`src/rtl/xbus_gapseq_pkg.sv`:
```
package xbus_gapseq_pkg;
  typedef enum logic [1:0] {PH_IDLE, PH_CSGAP, PH_EARLY, PH_STROBE} phase_t;
  typedef enum logic [1:0] {GAP_NONE, GAP_CS, GAP_EARLY} gap_t;
endpackage

```
`src/rtl/xbus_gap_decide.sv`:
```
module xbus_gap_decide
  import xbus_gapseq_pkg::*;
#(
  parameter int CS_W = 2
) (
  input  logic            hist_vld,
  input  logic [CS_W-1:0] hist_cs,
  input  logic            hist_wr,
  input  logic [CS_W-1:0] nxt_cs,
  input  logic            nxt_wr,
  output gap_t            gap
);
  // A device change wins over the write-to-read rule, so the two never stack.
  always_comb begin
    gap = GAP_NONE;
    if (hist_vld) begin
      if (hist_cs != nxt_cs)       gap = GAP_CS;
      else if (hist_wr && !nxt_wr) gap = GAP_EARLY;
    end
  end
endmodule

```
`src/rtl/xbus_pin_drive.sv`:
```
module xbus_pin_drive #(
  parameter int NCS    = 4,
  parameter int CS_W   = 2,
  parameter int ADDR_W = 24,
  parameter int DATA_W = 8
) (
  input  logic              strobe,
  input  logic [CS_W-1:0]   cs,
  input  logic              wr,
  input  logic [ADDR_W-1:0] addr_in,
  input  logic [DATA_W-1:0] wdata,
  output logic [ADDR_W-1:0] bus_addr,
  output logic [NCS-1:0]    bus_cs_n,
  output logic              bus_rd_n,
  output logic              bus_wr_n,
  output logic [DATA_W-1:0] bus_dout,
  output logic              bus_doe
);
  for (genvar g = 0; g < NCS; g++) begin : g_cs
    assign bus_cs_n[g] = !(strobe && (cs == CS_W'(g)));
  end

  assign bus_rd_n = !(strobe && !wr);
  assign bus_wr_n = !(strobe && wr);
  assign bus_doe  = strobe && wr;
  assign bus_dout = bus_doe ? wdata : '0;
  assign bus_addr = addr_in;
endmodule

```
`src/rtl/xbus_rd_capture.sv`:
```
module xbus_rd_capture #(
  parameter int DATA_W = 8
) (
  input  logic              clk,
  input  logic              rst_n,
  input  logic              cap_en,
  input  logic [DATA_W-1:0] din,
  output logic              rsp_valid,
  output logic [DATA_W-1:0] rsp_rdata
);
  always_ff @(posedge clk) begin
    if (!rst_n) begin
      rsp_valid <= 1'b0;
      rsp_rdata <= '0;
    end else begin
      rsp_valid <= cap_en;
      if (cap_en) rsp_rdata <= din;
    end
  end
endmodule

```
`src/rtl/xbus_gapseq.sv`:
```
module xbus_gapseq
  import xbus_gapseq_pkg::*;
#(
  parameter int NCS        = 4,
  parameter int ADDR_W     = 24,
  parameter int DATA_W     = 8,
  parameter int STROBE_CYC = 2
) (
  input  logic                     clk,
  input  logic                     rst_n,
  input  logic                     req_valid,
  output logic                     req_ready,
  input  logic [ADDR_W-1:0]        req_addr,
  input  logic                     req_write,
  input  logic [DATA_W-1:0]        req_wdata,
  input  logic [$clog2(NCS)-1:0]   req_cs,
  output logic                     rsp_valid,
  output logic [DATA_W-1:0]        rsp_rdata,
  output logic [ADDR_W-1:0]        bus_addr,
  output logic [NCS-1:0]           bus_cs_n,
  output logic                     bus_rd_n,
  output logic                     bus_wr_n,
  output logic [DATA_W-1:0]        bus_dout,
  output logic                     bus_doe,
  input  logic [DATA_W-1:0]        bus_din
);
  localparam int CS_W  = $clog2(NCS);
  localparam int CNT_W = (STROBE_CYC > 1) ? $clog2(STROBE_CYC) : 1;
  localparam logic [CNT_W-1:0] LAST_CNT = CNT_W'(STROBE_CYC - 1);

  phase_t             phase, phase_d;
  logic [CNT_W-1:0]   cnt, cnt_d;
  logic [ADDR_W-1:0]  cur_addr;
  logic [DATA_W-1:0]  cur_wdata;
  logic [CS_W-1:0]    cur_cs;
  logic               cur_wr;
  logic               hist_vld;
  logic               last_beat, accept, strobing;
  gap_t               gap;

  assign strobing  = (phase == PH_STROBE);
  assign last_beat = strobing && (cnt == LAST_CNT);
  assign req_ready = (phase == PH_IDLE) || last_beat;
  assign accept    = req_valid && req_ready;

  // Latched request doubles as the history of the last access.
  xbus_gap_decide #(.CS_W(CS_W)) u_decide (
    .hist_vld (hist_vld),
    .hist_cs  (cur_cs),
    .hist_wr  (cur_wr),
    .nxt_cs   (req_cs),
    .nxt_wr   (req_write),
    .gap      (gap)
  );

  always_comb begin
    phase_d = phase;
    cnt_d   = cnt;
    unique case (phase)
      PH_CSGAP, PH_EARLY: begin
        phase_d = PH_STROBE;
        cnt_d   = '0;
      end
      PH_STROBE: begin
        if (!last_beat) cnt_d = cnt + CNT_W'(1);
        else            phase_d = PH_IDLE;
      end
      default: ;
    endcase
    if (accept) begin
      cnt_d = '0;
      unique case (gap)
        GAP_CS:    phase_d = PH_CSGAP;
        GAP_EARLY: phase_d = PH_EARLY;
        default:   phase_d = PH_STROBE;
      endcase
    end
  end

  always_ff @(posedge clk) begin
    if (!rst_n) begin
      phase     <= PH_IDLE;
      cnt       <= '0;
      cur_addr  <= '0;
      cur_wdata <= '0;
      cur_cs    <= '0;
      cur_wr    <= 1'b0;
      hist_vld  <= 1'b0;
    end else begin
      phase <= phase_d;
      cnt   <= cnt_d;
      if (accept) begin
        cur_addr  <= req_addr;
        cur_wdata <= req_wdata;
        cur_cs    <= req_cs;
        cur_wr    <= req_write;
        hist_vld  <= 1'b1;
      end
    end
  end

  xbus_pin_drive #(
    .NCS(NCS), .CS_W(CS_W), .ADDR_W(ADDR_W), .DATA_W(DATA_W)
  ) u_pins (
    .strobe   (strobing),
    .cs       (cur_cs),
    .wr       (cur_wr),
    .addr_in  (cur_addr),
    .wdata    (cur_wdata),
    .bus_addr (bus_addr),
    .bus_cs_n (bus_cs_n),
    .bus_rd_n (bus_rd_n),
    .bus_wr_n (bus_wr_n),
    .bus_dout (bus_dout),
    .bus_doe  (bus_doe)
  );

  xbus_rd_capture #(.DATA_W(DATA_W)) u_cap (
    .clk       (clk),
    .rst_n     (rst_n),
    .cap_en    (last_beat && !cur_wr),
    .din       (bus_din),
    .rsp_valid (rsp_valid),
    .rsp_rdata (rsp_rdata)
  );
endmodule

```
`config.mk`:
```
export PLATFORM = sky130hd
export DESIGN_NAME = xbus_gapseq
export DESIGN_NICKNAME = d
export VERILOG_FILES = /design/src/rtl/xbus_gapseq_pkg.sv /design/src/rtl/xbus_gap_decide.sv /design/src/rtl/xbus_pin_drive.sv /design/src/rtl/xbus_rd_capture.sv /design/src/rtl/xbus_gapseq.sv
export SDC_FILE = /design/constraint.sdc
export NUM_CORES = 1
export LEC_CHECK = 0
export ABC_CLOCK_PERIOD_IN_PS = 2000
export BUFFER_PORTS_ARGS = -buffer_cell sky130_fd_sc_hd__buf_2
export CAP_MARGIN = 25
export CORE_UTILIZATION = 46
export DETAILED_ROUTE_END_ITERATION = 12
export HOLD_SLACK_MARGIN = 0.05
export PLACE_DENSITY = 0.84
export RECOVER_POWER = 25
export REMOVE_ABC_BUFFERS = 1
export SLEW_MARGIN = 20
export SYNTH_ARGS = -nofsm -noshare
export SYNTH_HDL_FRONTEND = slang
export SYNTH_SLANG_ARGS = --single-unit
```
`constraint.sdc`:
```
create_clock -name clk -period 2 [get_ports clk]
set_input_delay 0.4 -clock clk [delete_from_list [all_inputs] [get_ports clk]]
set_output_delay 0.4 -clock clk [all_outputs]
set_load 0.01 [all_outputs]
```
-- Word-level counts from Yosys, hierarchy flattened
Index checks and enable logic that the tools add are counted.
- $add $sub $neg: 1
- equality and inequality tests: 11
- multiplexer cells: 10
- bitwise operators: 1
- reductions and logical operators: 27
- operators with widths (operator ; count):
    2-bit equality test (second input constant) ; 5
    1-bit logical AND ; 10
    2-bit 2-to-1 mux ; 5
    1-bit zero test ; 8
    8-bit 2-to-1 mux ; 1
    2-bit case mux with 2 select lines ; 2
    2-bit by 1-bit equality test with 1-bit output (second input constant) ; 3
    2-bit zero test ; 2
    2-bit AND reduction ; 2
    2-bit OR reduction ; 2
    3-bit inequality test (second input constant) ; 1
    3-bit nonzero test ; 1
    2-bit inequality test ; 1
    2-bit inequality test (second input constant) ; 1
    1-bit case mux with 2 select lines ; 1
    2-bit nonzero test ; 1
    1-bit adder (second input constant) ; 1
    1-bit logical OR ; 1
    1-bit 2-to-1 mux ; 1
    1-bit NOT ; 1
- flip-flop bits (word level): 48
- bits of input ports: 46
- output and inout bits: 49

-- Depth between registers and ports, before layout
Gate-level depths: netlist of run 1.
- depth after elaboration: 8
- mapped depth: 7

-- Cells and area by module
Synthesis of run 1 repeated with hierarchy kept, for this count alone.
- cells, all modules: 252
- area, all modules: 2317.2 um2
- modules (own cells, without submodules) (module ; times used ; cells an instance ; area an instance (um2) ; seq. area each (um2)):
    xbus_gapseq ; 1 ; 179 ; 1651.6 ; 780.7
    xbus_rd_capture ; 1 ; 27 ; 329.1 ; 180.2
    xbus_pin_drive ; 1 ; 41 ; 296.5 ; 0.0
    xbus_gap_decide ; 1 ; 5 ; 40.0 ; 0.0

-- Least setup slack after synthesis of run 1
Ideal clock, no wire load.
- kind: reg2out
- from: register phase[0]
- to: output port bus_cs_n[0]
- data arrival time: 1084 ps
- required time: 1600 ps
- slack: 516 ps
- stages on the path, launching flop included: 4
- buffers on the path: 1
- cells stage by stage: dfxtp_1 ha_1 buf_4 or3b_2
- cells in the longest elaborated chain, start to end: 3
- RTL lines (what ; line ; source):
    start: declaration ; xbus_gapseq.sv:31 ; phase_t phase, phase_d;
    start signal: assignment ; xbus_gapseq.sv:90 ; phase <= phase_d;
    2-bit equality test ; xbus_gapseq.sv:41 ; assign strobing = (phase == PH_STROBE);
    1-bit logical AND ; xbus_pin_drive.sv:20 ; assign bus_cs_n[g] = !(strobe && (cs == CS_W'(g)));
    1-bit zero test ; xbus_pin_drive.sv:20 ;
    end: declaration ; xbus_gapseq.sv:20 ; output logic [NCS-1:0] bus_cs_n,
No other way between the ends.

-- Worst setup path in the final report of run 1
- from: register phase[0]
- to: output port req_ready
- cells in the longest elaborated chain, start to end: 3
- RTL lines (what ; line ; source):
    2-bit equality test ; xbus_gapseq.sv:41 ;
    1-bit logical AND ; xbus_gapseq.sv:42 ; assign last_beat = strobing && (cnt == LAST_CNT);
    1-bit logical OR * ; xbus_gapseq.sv:43 ; assign req_ready = (phase == PH_IDLE) || last_beat;
    end: declaration ; xbus_gapseq.sv:12 ; output logic req_ready,
Mark *: on every way between the ends. The rest lies on a longest branch, timed or not.

==> results.py, run 1 <==
metrics = {
    "status": {
        "status": "completed",
    },
    "worst_setup_path": {
        "reg2reg_to": "phase[0]",
        "cpMaxStageDelayCell": "dfxtp_1",
        "crit_chain": "ha_1, buf_4, a21oi_2, inv_1, buf_2",
        "ff2ff_path_depth": 5,
        "crit_type": "reg -> out",
        "r2r-start": "phase[0]",
        "crit_required_ps": 1600,
        "reg2reg_slack_ps": 410,
        "critPathLaunchType": "flip-flop",
        "cp.arrival_ps": 1470,
        "crit_path_max_fanout": 9,
        "cp-end-kind": "primary output",
        "crit_path_max_incr_delay_ps": 330,
        "crit_start": "phase[0]",
    },
    "clock_tree": {
        "clk_latency_ps": 290,
        "ctsRootBufferMaster": "clkbuf_8",
        "cts.sink_count": 48,
        "htree_num_levels": 2,
        "cts_setup_buffers": 0,
        "clk_pin_slew_worst_paths_ps": 80,
        "cts_buffers": 5,
        "cts_tree": "done",
        "cts_hold_buf": 0,
        "cts_resized": 0,
        "clk_path_buf_depth": 2,
    },
    "timing": {
        "skew_ps": 7.408,
        "finalCritPeriodShare_pct": 93.27,
        "rsz0062_at_grt": "false",
        "worstMarginPinSlew_ps": 553.5,
        "postLayoutSetupSlackWorst_ps": 134.6,
        "relSlewSlack_pct": 62.99,
        "finalHoldViolCount": 0,
        "slew_violations": 0,
        "period_needed_ps": 1865,
        "setup_viol": 0,
        "fmax_mhz": 536.1,
    },
    "final_layout": {
        "multi_input_area_sq_um": 993.5,
        "regArea_sq_um": 960.9,
        "fillers": 395,
        "final_nets": 366,
        "finalInstanceArea_sq_mm": 0.002646,
        "area_growth_pct": 28.34,
        "num_antenna_cells": 0,
        "drive_above_1_share_pct": 27.67,
    },
    "logic_synthesis": {
        "synth.most_common_cell": "nand2_1",
        "netlist.top_cell.by_area": "dfxtp_1",
        "synth_compound_area_share_pct": 3.337,
        "synth_area_leaders": "dfxtp_1, mux2i_1, nand2_1, and3_1, clkbuf_1",
        "syn_inst": 227,
        "synth.area.mux_share_pct": 21.42,
        "yosys.area_share.simple_pct": 21.12,
        "synth_cell_types": 31,
        "synthArstFlopShare_pct": 0,
        "syn_area_per_cell_sq_um": 9.084,
        "synthAdderAreaFrac_pct": 1.214,
        "seq_area_frac_synth_pct": 46.60,
        "synth_edf_count": 0,
        "ys_dominant_reg_cell": "dfxtp_1",
        "synth_seq_cells": 48,
        "netlist.area_leader.share_pct": 46.60,
        "ys_warn_count": 0,
        "synth_area_sq_mm": 0.002062,
        "synthXorXnorAreaFrac_pct": 0.8495,
        "synth_top_family_by_area": "multiplexers",
        "synth_commonest_cells": "nand2_1, dfxtp_1, mux2i_1, clkbuf_1, nor2_1",
    },
    "die": {
        "initial_core_util_pct": 49.76,
        "fp.coreArea_sq_mm": 0.004144,
        "ioPinCount": 95,
        "dieArea_sq_mm": 0.004754,
        "die_w_um": 68.95,
        "die_h_um": 68.95,
        "rows": 23,
    },
    "grt": {
        "grt_antenna_before_repair": 0,
        "grt_overflow": 0,
        "grt.total_usage_pct": 18.93,
        "first_global_vias": 1613,
        "grt_max_degree": 46,
        "grt_pass1_wl_um": 6603,
    },
    "routing": {
        "ant_nets": 0,
        "drtIter0Drc": 96,
        "first_pass_iters": 4,
        "post-route-drc-count": 0,
        "vias": 1785,
        "post_drt_wl_per_cell_um": 11.74,
        "wirelength_um": 4319,
        "vias_per_cell": 4.851,
    },
    "place": {
        "portBuffers": 94,
        "gp_congestion": 0.7483,
        "dp_hpwl_um": 3275,
        "place_ws_ps": 409.0,
        "place_area_sq_mm": 0.002580,
    },
    "min_path": {
        "hold_start": "bus_din[0]",
        "hold_path_end": "u_cap.rsp_rdata[0]",
        "hold_class": "in -> reg",
        "hold_depth": 3,
    },
    "power_and_ir_drop": {
        "comb_power_share_pct": 32.5,
        "p_clk_share_pct": 21.9,
        "p_sw_share_pct": 31.63,
        "p_switching_mw": 0.8567,
        "p_int_mw": 1.852,
        "power_density_mw_per_mm2": 1024,
        "leakagePower_nw": 1.271,
        "seqPwrFrac_pct": 45.6,
        "ir_worst_vdd_mv": 0.6527,
    },
    "job": {
        "maxCapViolations": 0,
    },
}
-- power groups by stage --
stage	registers, mW	clock network, mW	logic (mW)
floorplan	1.28	0	0.533
global placement	1.24	0	0.888
detailed placement	1.25	0	0.912
CTS	1.23	0.620	0.912
global route	1.26	0.656	0.972
finish	1.23	0.594	0.881
-- routing by layer --
layer | global-route usage, % | wire length (um) | part of all wire, % | vias to the layer above
met3 | 5.592 | 213 | 4.9 | 4
met5 | 0 | 0 | 0 | -
met1 | 21.29 | 1898 | 44 | 813
met2 | 33.50 | 2170 | 50 | 48
li1 | - | - | - | 920
met4 | 6.888 | 37 | 0.86 | 0
-- how the worst max path moves through the flow --
stage | slack, ps | cells past startpoint | endpoint
CTS | 120 | 5 | req_ready
detailed placement | 410 | 6 | cur_addr[14]
finish | 130 | 5 | req_ready
global route | 20 | 5 | req_ready
floorplan | -680 | 4 | phase[1]
global placement | 460 | 5 | phase[0]
-- layout by cell type, fill, tap and decap left out, types with 2 or more instances in the layout --
master	n
and3_1	8
buf_12	2
buf_2	70
buf_4	4
clkbuf_1	24
clkbuf_8	7
dfxtp_1	48
ha_1	2
inv_1	5
mux2i_1	43
nand2_1	73
nand3b_1	3
nor2_1	9
xnor2_1	2
-- sequential cells by signal, indices dropped and copies added, names as in the netlist --
name / count
cnt: 1
cur_addr: 24
cur_cs: 2
cur_wdata: 8
cur_wr: 1
hist_vld: 1
phase: 2
u_cap.rsp_rdata: 8
u_cap.rsp_valid: 1
-- logic make-up (layout without fill, tap and decap cells) --
logic type / count (synthesis) / after routing
flops: 48 / 48
fa+ha+maj: 2 / 2
buf+inv: 22 / 113
xor+xnor: 2 / 2
mux: 44 / 44
simple gates: 100 / 100
compound gates: 9 / 9
-- worst max-delay path: cells and delay by family (launching register included) --
family                     cells  cell delay [ps]
buffers and inverters          3              400
DFF                            1              330
adders and majority gates      1              220
AOI/OAI and AO/OA              1              220
-- per-stage QoR --
stage	utilization, %	power, mW	setup TNS [ps]	std cells	hold slack (ps)
2_1_floorplan	-	1.815	-23290	211	430.3
3_3_place_gp	62.26	2.133	0	361	437.9
3_5_place_dp	62.26	2.164	0	361	444.3
4_1_cts	64.58	2.765	0	368	331.3
5_1_grt	63.86	2.889	0	368	337.9
6_report	63.86	2.709	0	368	341.0
-- layout make-up --
type,instances,share of cell area [%]
Sequential cell,48,36.31
Clock buffer,7,3.641
Multi-Input combinational cell,157,37.54
Tap cell,50,2.364
Timing Repair Buffer,100,19.29
Inverter,6,0.8511
No activity file was read; power rests on OpenSTA's default activity.
==> run 2: changes to the inputs <==
CORE_UTILIZATION = 48   (was 46)
PLACE_DENSITY = 0.85   (was 0.84)
SYNTH_HIERARCHICAL = 1   (was default)
==> results.py, run 2 <==
metrics = {
    "timing": {
        "setup_viol": 0,
        "period_needed_ps": 1876,
        "worstMarginPinSlew_ps": 618.9,
        "postLayoutSetupSlackWorst_ps": 123.8,
        "relSlewSlack_pct": 58.74,
        "finalCritPeriodShare_pct": 93.81,
        "rsz0062_at_grt": "false",
        "skew_ps": 5.505,
        "fmax_mhz": 533.0,
        "slew_violations": 0,
        "finalHoldViolCount": 0,
        "finalSetupTns_ps": 0,
    },
    "final_layout": {
        "stdcell_count": 370,
        "post-route-util_pct": 59.00,
        "largest_reg_flops": 24,
        "final_common_cell": "nand2_1",
        "drive_above_1_share_pct": 29.87,
        "area_growth_pct": 14.69,
        "num_antenna_cells": 0,
        "regMostFlops": "cur_addr",
        "top_regs": "cur_addr x24, cur_wdata x8, u_cap/rsp_rdata x8",
        "final_nets": 365,
        "layout_common_cells": "nand2_1, buf_2, dfxtp_1, mux2i_1, clkbuf_1",
    },
    "clock_tree": {
        "ctsRootBufferMaster": "clkbuf_8",
        "cts.sink_count": 48,
        "htree_num_levels": 2,
        "clk_latency_ps": 290,
        "cts_tree": "done",
        "clk_pin_slew_worst_paths_ps": 80,
        "clk_path_buf_depth": 2,
        "cts_buffers": 5,
    },
    "logic_synthesis": {
        "synth_area_leaders": "dfxtp_1, mux2i_1, nand2_1, buf_4, buf_12",
        "synth_area_sq_mm": 0.002317,
        "synth_seq_cells": 48,
        "netlist.top_cell.by_area": "dfxtp_1",
        "synth_edf_count": 0,
        "netlist.area_leader.share_pct": 41.47,
        "ys_warn_count": 6,
        "synth.most_common_cell": "nand2_1",
        "syn_inst": 252,
        "seq_area_frac_synth_pct": 41.47,
        "synth_commonest_cells": "nand2_1, dfxtp_1, mux2i_1, buf_4, clkbuf_1",
        "ys_dominant_reg_cell": "dfxtp_1",
        "syn_area_per_cell_sq_um": 9.195,
        "synthArstFlopShare_pct": 0,
        "synth_cell_types": 32,
    },
    "routing": {
        "first_pass_iters": 4,
        "drtIter0Drc": 60,
        "wirelength_um": 4174,
        "post-route-drc-count": 0,
        "post_drt_wl_per_cell_um": 11.28,
        "ant_nets": 0,
        "vias_per_cell": 4.708,
        "vias": 1742,
    },
    "job": {
        "maxCapViolations": 0,
    },
    "grt": {
        "grt_pass1_wl_um": 6831,
        "grt.total_usage_pct": 16.75,
        "grt_overflow": 0,
        "first_global_vias": 1604,
        "grt_antenna_before_repair": 0,
        "grt_max_degree": 82,
    },
    "power_and_ir_drop": {
        "p_total_mw": 2.729,
        "power_density_mw_per_mm2": 1027,
        "ir_worst_vdd_mv": 0.5048,
        "leakagePower_nw": 1.197,
    },
    "die": {
        "rows": 24,
        "dieArea_sq_mm": 0.005109,
        "fp.coreArea_sq_mm": 0.004504,
        "ioPinCount": 95,
        "die_h_um": 71.48,
        "initial_core_util_pct": 51.44,
        "die_w_um": 71.48,
    },
    "place": {
        "portBuffers": 94,
        "dp_hpwl_um": 2967,
        "place_ws_ps": 250.7,
        "place_inst": 362,
        "gp_congestion": 0.7358,
    },
    "worst_setup_path": {
        "crit_required_ps": 1600,
        "crit_type": "reg -> out",
        "cp.arrival_ps": 1480,
        "critPathLaunchType": "flip-flop",
        "cp-end-kind": "primary output",
        "crit_path_max_fanout": 13,
    },
    "min_path": {
        "hold_class": "in -> reg",
    },
    "status": {
        "status": "completed",
    },
}
==> run 2: final timing paths <==
| check | slack (ps) | endpoint | from | cells after the start |
|---|---|---|---|---|
| min reg2reg | 450 | cur_wdata[6] | cur_wdata[6] | 2 |
| max reg2reg | 280 | cur_addr[8] | phase[1] | 4 |
| min | 340 | cur_addr[6] | req_addr[6] | 3 |
| max | 120 | bus_rd_n | phase[1] | 4 |
==> run 2: metrics by stage <==
step | area (sq um) | hold slack (ps)
floorplan | 2007 | 430.3
global placement | 2577 | 439.4
detailed placement | 2577 | 444.9
CTS | 2685 | 335.5
global route | 2658 | 342.0
finish | 2658 | 344.5
==> run 2: final cells by class <==
cell class / instances / area [sq um]
timing repair buffer: 97 / 475.5
tap: 52 / 65.06
clock inverter: 2 / 35.03
sequential: 48 / 960.9
fill: 422 / 1847
inverter: 6 / 22.52
clock buffer: 6 / 72.57
multi-input combinational: 159 / 1026
==> run 2: kinds of logic after synthesis <==
group	share of synthesized area (%)
adder cells (fa/ha/maj)	1.080
XOR/XNOR	0.7561
AO/OA/AOI/OAI	2.700
multiplexers	18.57
flip-flops	41.47
buffers and inverters	14.36
AND/OR/NAND/NOR	21.06
==> run 2: critical path, cell delays in order (launching register included) <==
cell and delay [ps]:
dfxtp_1 370, ha_2 270, buf_4 190, or2b_1 220
buf_2 130
==> run 2: routing by layer <==
layer,track usage [%],wire length (um)
met1,18.14,1824
met5,0,0
met4,5.664,43
met2,31.85,2124
met3,3.938,181
==> run 2: repair_timing <==
| action | 4_1_cts | 5_1_grt |
|---|---|---|
| endpoints found under the setup margin | 0 | 1 |
| hold buffers | 0 | 0 |
| resized for setup | 0 | 1 |
| buffers inserted | 0 | 0 |
==> run 2: where the power goes <==
part | switching, mW | internal, mW
combinational | 0.440 | 0.383
clock | 0.298 | 0.371
sequential | 0.107 | 1.13
total | 0.845 | 1.88
